`src/rtl/mdio_pkg.sv`:
```
package mdio_pkg;
  localparam logic [7:0] OFS_MODE = 8'h40;
  localparam logic [7:0] OFS_ADDR = 8'h44;
  localparam logic [7:0] OFS_WDAT = 8'h48;
  localparam logic [7:0] OFS_RDAT = 8'h4C;
  localparam logic [7:0] OFS_CMD  = 8'h50;

  localparam int MODE_C45_BIT = 8;
  localparam int CMD_GO_BIT   = 8;
  localparam int CMD_BUSY_BIT = 16;

  // start + opcode bits for a given frame type and access code
  function automatic logic [3:0] frame_hdr(input logic c45, input logic [1:0] code);
    if (!c45) frame_hdr = (code == 2'd0) ? 4'b0110 : 4'b0101;
    else begin
      case (code)
        2'd0:    frame_hdr = 4'b0000;
        2'd1:    frame_hdr = 4'b0001;
        default: frame_hdr = 4'b0011;
      endcase
    end
  endfunction

  function automatic logic code_ok(input logic c45, input logic [1:0] code);
    code_ok = c45 ? (code != 2'd3) : (code[1] == 1'b0);
  endfunction

  function automatic logic code_rd(input logic c45, input logic [1:0] code);
    code_rd = c45 ? (code == 2'd2) : (code == 2'd0);
  endfunction
endpackage

```
`src/rtl/mdio_mdc_gen.sv`:
```
module mdio_mdc_gen #(
  parameter int DIV_W = 8
) (
  input  logic             clk,
  input  logic             rst,
  input  logic             run,
  input  logic [DIV_W-1:0] div_n,
  output logic             mdc,
  output logic             rise_o,
  output logic             fall_o
);
  logic [DIV_W-1:0] cnt;
  logic [DIV_W:0]   div_d;
  logic [DIV_W:0]   lo_len;

  always_comb begin
    div_d  = {1'b0, div_n} + 1'b1;
    lo_len = (div_d + 1'b1) >> 1;
    rise_o = run && ({1'b0, cnt} == lo_len - 1'b1);
    fall_o = run && (cnt == div_n);
  end

  always_ff @(posedge clk) begin
    if (rst || !run) begin
      cnt <= '0;
      mdc <= 1'b0;
    end else begin
      cnt <= fall_o ? '0 : cnt + 1'b1;
      if (fall_o)      mdc <= 1'b0;
      else if (rise_o) mdc <= 1'b1;
    end
  end
endmodule

```
`src/rtl/mdio_frame_eng.sv`:
```
module mdio_frame_eng #(
  parameter int PRE_LEN = 32
) (
  input  logic        clk,
  input  logic        rst,
  input  logic        start_i,
  input  logic        c45_i,
  input  logic [1:0]  code_i,
  input  logic [4:0]  phy_i,
  input  logic [4:0]  reg_i,
  input  logic [15:0] data_i,
  input  logic        rise_i,
  input  logic        fall_i,
  input  logic        mdio_i,
  output logic        busy_o,
  output logic        mdio_o,
  output logic        mdio_oe,
  output logic        rd_we_o,
  output logic [15:0] rd_data_o
);
  import mdio_pkg::*;

  localparam int BODY     = 32;
  localparam int FRAME    = PRE_LEN + BODY;
  localparam int IW       = $clog2(FRAME + 1);
  localparam int TA_FIRST = PRE_LEN + 14;
  localparam int RD_FIRST = PRE_LEN + 16;

  logic [IW-1:0]    idx, nidx;
  logic [FRAME-1:0] shreg, frame_w;
  logic             is_rd, new_rd;
  logic [1:0]       ta_w;

  always_comb begin
    new_rd  = code_rd(c45_i, code_i);
    ta_w    = new_rd ? 2'b11 : 2'b10;
    frame_w = {{PRE_LEN{1'b1}}, frame_hdr(c45_i, code_i), phy_i, reg_i, ta_w, data_i};
    nidx    = idx + 1'b1;
  end

  always_ff @(posedge clk) begin
    if (rst) begin
      busy_o    <= 1'b0;
      idx       <= '0;
      shreg     <= '0;
      is_rd     <= 1'b0;
      mdio_o    <= 1'b1;
      mdio_oe   <= 1'b0;
      rd_we_o   <= 1'b0;
      rd_data_o <= '0;
    end else begin
      rd_we_o <= 1'b0;
      if (!busy_o) begin
        if (start_i) begin
          busy_o  <= 1'b1;
          idx     <= '0;
          shreg   <= frame_w;
          is_rd   <= new_rd;
          mdio_o  <= frame_w[FRAME-1];
          mdio_oe <= 1'b1;
        end
      end else begin
        if (rise_i && is_rd && idx >= IW'(RD_FIRST) && idx < IW'(FRAME))
          rd_data_o <= {rd_data_o[14:0], mdio_i};
        if (fall_i) begin
          if (idx == IW'(FRAME)) begin
            busy_o  <= 1'b0;
            mdio_oe <= 1'b0;
            mdio_o  <= 1'b1;
          end else begin
            idx   <= nidx;
            shreg <= shreg << 1;
            if (nidx == IW'(FRAME)) begin
              mdio_oe <= 1'b0;
              mdio_o  <= 1'b1;
            end else begin
              mdio_o  <= shreg[FRAME-2];
              mdio_oe <= !(is_rd && nidx >= IW'(TA_FIRST));
            end
            if (idx == IW'(FRAME-1) && is_rd) rd_we_o <= 1'b1;
          end
        end
      end
    end
  end


  out_on_fall_chk: assert property (@(posedge clk) disable iff (rst)
    (mdio_oe && $past(mdio_oe) && (mdio_o != $past(mdio_o))) |-> $past(fall_i));

  rd_release_chk: assert property (@(posedge clk) disable iff (rst)
    (busy_o && is_rd && idx >= IW'(TA_FIRST)) |-> !mdio_oe);

  busy_end_chk: assert property (@(posedge clk) disable iff (rst)
    $fell(busy_o) |-> ($past(idx) == IW'(FRAME) && $past(fall_i)));

  start_idle_chk: assert property (@(posedge clk) disable iff (rst)
    start_i |-> !busy_o);
endmodule

```
`src/rtl/mdio_master.sv`:
```
module mdio_master #(
  parameter int DIV_W   = 8,
  parameter int PRE_LEN = 32,
  parameter int BUS_AW  = 8
) (
  input  logic              clk,
  input  logic              rst,
  input  logic [BUS_AW-1:0] bus_addr,
  input  logic              bus_we,
  input  logic              bus_re,
  input  logic [31:0]       bus_wdata,
  output logic [31:0]       bus_rdata,
  output logic              mdc,
  output logic              mdio_o,
  output logic              mdio_oe,
  input  logic              mdio_i
);
  import mdio_pkg::*;

  logic [DIV_W-1:0] div_n;
  logic             c45_mode;
  logic [4:0]       phy_ad;
  logic [7:0]       reg_ad;
  logic [15:0]      wr_dat, rd_dat;
  logic             busy, go, start, rise, fall, rd_we;
  logic [15:0]      eng_rd;
  logic [31:0]      rd_mux;

  always_comb begin
    go    = bus_we && (bus_addr == BUS_AW'(OFS_CMD)) && bus_wdata[CMD_GO_BIT];
    start = go && !busy && code_ok(c45_mode, bus_wdata[1:0]);
  end

  always_ff @(posedge clk) begin
    if (rst) begin
      div_n    <= '1;
      c45_mode <= 1'b0;
      phy_ad   <= '0;
      reg_ad   <= '0;
      wr_dat   <= '0;
      rd_dat   <= '0;
    end else begin
      if (bus_we) begin
        if (bus_addr == BUS_AW'(OFS_MODE)) begin
          div_n    <= bus_wdata[DIV_W-1:0];
          c45_mode <= bus_wdata[MODE_C45_BIT];
        end
        if (bus_addr == BUS_AW'(OFS_ADDR)) begin
          phy_ad <= bus_wdata[12:8];
          reg_ad <= bus_wdata[7:0];
        end
        if (bus_addr == BUS_AW'(OFS_WDAT)) wr_dat <= bus_wdata[15:0];
      end
      if (rd_we) rd_dat <= eng_rd;
    end
  end

  always_comb begin
    rd_mux = '0;
    if (bus_addr == BUS_AW'(OFS_MODE)) begin
      rd_mux[DIV_W-1:0]    = div_n;
      rd_mux[MODE_C45_BIT] = c45_mode;
    end else if (bus_addr == BUS_AW'(OFS_ADDR)) begin
      rd_mux[12:0] = {phy_ad, reg_ad};
    end else if (bus_addr == BUS_AW'(OFS_WDAT)) begin
      rd_mux[15:0] = wr_dat;
    end else if (bus_addr == BUS_AW'(OFS_RDAT)) begin
      rd_mux[15:0] = rd_dat;
    end else if (bus_addr == BUS_AW'(OFS_CMD)) begin
      rd_mux[CMD_BUSY_BIT] = busy;
    end
  end

  always_ff @(posedge clk) begin
    if (rst)         bus_rdata <= '0;
    else if (bus_re) bus_rdata <= rd_mux;
  end

  mdio_mdc_gen #(.DIV_W(DIV_W)) u_mdc (
    .clk(clk), .rst(rst), .run(busy), .div_n(div_n),
    .mdc(mdc), .rise_o(rise), .fall_o(fall)
  );

  mdio_frame_eng #(.PRE_LEN(PRE_LEN)) u_eng (
    .clk(clk), .rst(rst), .start_i(start), .c45_i(c45_mode),
    .code_i(bus_wdata[1:0]), .phy_i(phy_ad), .reg_i(reg_ad[4:0]),
    .data_i(wr_dat), .rise_i(rise), .fall_i(fall), .mdio_i(mdio_i),
    .busy_o(busy), .mdio_o(mdio_o), .mdio_oe(mdio_oe),
    .rd_we_o(rd_we), .rd_data_o(eng_rd)
  );


  idle_quiet_chk: assert property (@(posedge clk) disable iff (rst)
    !busy |-> (!mdc && !mdio_oe));

  rdreg_hold_chk: assert property (@(posedge clk) disable iff (rst)
    (rd_dat != $past(rd_dat)) |-> $past(rd_we));
endmodule

```
`config.mk`:
```
export PLATFORM = sky130hd
export DESIGN_NAME = mdio_master
export DESIGN_NICKNAME = d
export VERILOG_FILES = /design/src/rtl/mdio_pkg.sv /design/src/rtl/mdio_mdc_gen.sv /design/src/rtl/mdio_frame_eng.sv /design/src/rtl/mdio_master.sv
export SDC_FILE = /design/constraint.sdc
export NUM_CORES = 1
export LEC_CHECK = 0
export BUFFER_PORTS_ARGS = -buffer_cell sky130_fd_sc_hd__clkbuf_2
export CORE_ASPECT_RATIO = 0.75
export CORE_UTILIZATION = 30
export DETAILED_ROUTE_END_ITERATION = 7
export HOLD_SLACK_MARGIN = 0.03
export PLACE_DENSITY_LB_ADDON = 0.15
export SLEW_MARGIN = 20
export SYNTH_ARGS = -nofsm -noshare
export SYNTH_HDL_FRONTEND = slang
export SYNTH_SLANG_ARGS = --single-unit
```
`constraint.sdc`:
```
create_clock -name clk -period 5.75 [get_ports clk]
set_input_delay 0.2875 -clock clk [delete_from_list [all_inputs] [get_ports clk]]
set_output_delay 0.2875 -clock clk [all_outputs]
set_load 0.05 [all_outputs]
```
==> out/results.txt <==
The setup slack of the critical path after layout came out at 2.304 ns. After detailed routing, the met2 layer carries 7.465 mm of wire. Entering global routing, the biggest net connects 86 pins. For the remaining antenna violation count after routing, the log shows 0. Global routing finished with a remaining overflow of 0. The register bit total from synthesis was 171; the power spent charging and discharging nets was 585.2 uW.

The share of flip-flops with an asynchronous set or reset after synthesis was 0%. Setup repair after global routing left no endpoint under its margin. The pre-antenna-repair detailed-routing pass consisted of 4 iterations.

Largest area contributor in the synthesized netlist: dfxtp_1. The tools report the CTS buffer count as 17. The area of the core was 25,210 um^2; the count of hold-fix buffers inserted at cts was 0. The number of hold-slack violations in the final timing report was 0; the net count of the finished layout was 891. In the final routing, the length of wire on met1 measures 10.30 mm. In this run the cell area of the synthesized design comes to 7794 um^2. The first-pass GRT wire length came out at 30.91 mm. The flow ran to the end, and the final reports show no timing, DRC or antenna violations.

The largest individual stage delay along the critical path comes from the cell nor4_1. The wire length on met3 is 675 um. Between clock sinks in the finished design, the worst skew comes to 0.01456 ns. The wire length per cell works out to 15.62 um. The clock reaches the later pin of the worst-skew pair after 0.44 ns.

Summing the sequential cell areas from Yosys gives 43.92% of the chip area. In this run the tool buffered the top-level ports with 48 buffer cells. TritonCTS built the clock tree. The tree is rooted in a clkbuf_16. Among all flip-flop cells after synthesis, the most frequent one is dfxtp_1. Ranked by total cell area, the synthesized netlist is headed by dfxtp_1 (44%), mux2i_1 (12%), nor2_1 (6.0%), a311oi_1 (3.7%), a211oi_1 (2.6%). Counting flops with a built-in enable in the synthesized netlist gives 0. The share of cells above drive strength 1 was 13.70%. The run gives 50 as the total number of placement rows.

The internal power of the cells totals 1.854 mW. The worst setup path is launched from a primary input. The signal on the critical path passes through clkbuf_2 -> or4b_1 -> nor4_1 -> and3_1 -> or2_4 -> buf_4 -> nor2_1 -> a311oi_1.

For the initial standard-cell utilization of the core, the log shows 30.91%. Measured in cells, the most critical reg-to-reg path has a length of 8. The run gives 6.09 ns as the data required time of the critical path. Summing over every cut layer, the via total after detailed routing is 5,616. The die is 188.1 um wide. The routed design has 18.63 mm of wire. The shortest clock period the worst path allows after layout was 3.446 ns. The initial antenna violation count was 1; the number of filler instances in the final layout was 2,636. The average instance in the mapped netlist occupies 9.345 um^2. The H-tree was split into 4 levels. The number of instances resized during post-cts repair was 0; the total die area was 26,630 um^2. The die is 141.6 um tall. On the worst path, the slowest cell contributes a delay of 0.90 ns. The I/O pin count came out at 80.

The synthesized instance count was 834. The logs give 26.87% for the relative max-transition margin and 48.6% for the part of the total power dissipated in sequential elements. Remaining design rule violation count: 0. Post-CTS timing repair inserted 0 buffers for setup. Global routing used 14.83% of the available tracks.

The worst setup path is of the in -> reg kind. The fmax is 0.2902 GHz. Setup violations remaining at the end of the flow were counted as 0.

Across the whole layout, storage elements account for 3427 um^2. The worst-case IR drop observed on VDD is 0.1991 mV. Detailed placement finished with a half-perimeter wire length of 11.72 mm.

The placer congestion estimate was 0.7872; the leakage power figure was 2.939 nW. Max-cap violations in this run came to 0. For the pin with the worst max-slew slack, the measured transition is 1.087 ns. The max-slew violation count is 0.

At the worst endpoint, the arrival time is 3.79 ns. From synthesis to final layout, the design area changed by 11.64%. The run gives 5,601 as the via count of the first global-routing pass.

The run gives 343 as the iteration-0 DRC count of the detailed router. The run gives 171 as the clock sink count. Buffer levels on the longest clock path: 2.

Counting distinct cell types in the post-synthesis netlist gives 59. The period utilization is 59.94%, and the largest fanout on the critical path is 68. The number of warnings issued by yosys was 0; the summed negative setup slack over all endpoints was 0 ns. The tools report the capturing element type of the critical path as a register. The register clock-pin slew on the reported worst setup and hold paths is 0.07 ns, and the power share of the clock group is 47.9%.

The cell depth of the worst min-delay path is 3. Using the TritonRoute via totals, the vias-per-cell ratio works out to 4.707. The min-delay analysis places its worst path in the category in -> reg. Multi-input combinational cell area: 3772 um^2. The top layer used by detailed routing was met4. The share of total power dissipated in combinational logic is 3.5%. The top cell type by area accounts for 43.92% of the synthesized area.

The areal power density over the cells came out at 280.3 nW/um^2. OpenSTA, run right after detailed placement, puts the worst setup slack at 1.975 ns. Net switching is 23.99% of the power.
## kinds of logic (layout without fill, tap and decap cells)
kind of cell	Yosys count	in the layout	share of synthesized area, %
buffers and inverters	128	134	8.525
adders and majority gates	5	5	0.8027
muxes	111	111	15.88
xor gates and xnor gates	35	35	3.933
and+or+nand+nor	262	262	15.88
AOI/OAI and AO/OA	121	121	11.01
DFF	171	171	43.92
other	1	16	0.04812
## state kept, by name, summed over array words and instances (netlist names), 7 cells and up
name and count:
div_n 8, u_eng.shreg 63, reg_ad 8, rd_dat 16, u_mdc.cnt 8, u_eng.rd_data_o 16
wr_dat 16, u_eng.idx 7, bus_rdata 17
## layout by cell type (no fill, tap or decap), types with 2 or more instances in the layout
cell / instances
dfxtp_1: 170
nor2_1: 125
mux2i_1: 94
clkbuf_2: 47
inv_1: 42
nand2_1: 42
a21oi_1: 34
a311oi_1: 33
nand3_1: 31
a211oi_1: 27
xnor2_1: 21
nand2b_1: 19
clkbuf_16: 17
conb_1: 15
xor2_1: 14
buf_4: 12
o21ai_0: 9
mux4_2: 8
mux2_2: 8
nor3_1: 7
and3_1: 6
nand4_1: 5
nand3b_1: 5
ha_1: 5
inv_6: 5
a22o_1: 4
o211ai_1: 3
clkinv_2: 3
clkinv_4: 3
or4b_1: 2
nor2b_1: 2
nor4b_1: 2
o2111ai_1: 2
or3_1: 2
o31ai_1: 2
bufinv_16: 2
## Yosys cell counts, types with 3 or more instances
cell,number
a211oi_1,27
a21oi_1,34
a22o_1,4
a311oi_1,33
and3_1,6
buf_1,3
buf_2,18
buf_4,15
buf_6,4
clkbuf_1,39
clkbuf_8,4
dfxtp_1,171
ha_1,5
inv_1,42
mux2_2,8
mux2i_1,94
mux4_2,8
nand2_1,42
nand2b_1,19
nand3_1,31
nand3b_1,5
nand4_1,5
nor2_1,125
nor3_1,8
o211ai_1,3
o21ai_0,9
xnor2_1,21
xor2_1,14
## power groups by stage
stage	Sequential [mW]	Clock, mW	Combinational [mW]
4_1_cts	1.18	1.21	0.0871
5_1_grt	1.18	1.26	0.0933
2_1_floorplan	1.21	0	0.0691
3_5_place_dp	1.21	0	0.0872
6_report	1.18	1.17	0.0864
3_3_place_gp	1.21	0	0.0874
## area by class of cell
type	count	share of cell area, %
clock buffer	17	4.889
inverter	43	1.855
clock inverter	15	1.884
multi-input combinational	549	43.36
timing repair buffer	59	3.739
tap	338	4.861
sequential	171	39.39
antenna	1	0.02876
## worst max-delay path, delay by kind of cell
kind	cells	cell delay, ns
and+or+nand+nor	5	2.73
AOI/OAI and AO/OA	1	0.24
buffers and inverters	2	0.49
## routing by layer
layer | global-route usage [%] | vias up
met5 | 0 | -
met4 | 3.851 | 0
met3 | 4.056 | 12
met2 | 20.78 | 69
met1 | 22.00 | 2652
li1 | - | 2883
## final timing paths
path,startpoint,to,slack [ns]
setup / recovery,bus_addr[7],u_eng.shreg[39]$_SDFFE_PP0P_,2.30
hold / removal,bus_wdata[15],wr_dat[15]$_SDFFE_PP0P_,0.08
setup reg to reg,div_n[3]$_SDFFE_PP1P_,u_eng.shreg[39]$_SDFFE_PP0P_,2.77
hold reg to reg,u_mdc.mdc$_SDFFE_PP0P_,u_mdc.mdc$_SDFFE_PP0P_,0.45
## stage by stage
stage	hold slack (ns)	utilization, %	instances	instance area, um^2	power [mW]
after floorplan	0.4160	-	848	7846	1.281
after global placement	0.4330	32.16	1160	8109	1.299
after detailed placement	0.4447	32.16	1160	8109	1.299
after CTS	0.06276	34.50	1192	8698	2.479
after global routing	0.07596	34.50	1192	8698	2.541
final	0.08219	34.51	1193	8701	2.439
Note: power is estimated with default switching activity, not from simulation.
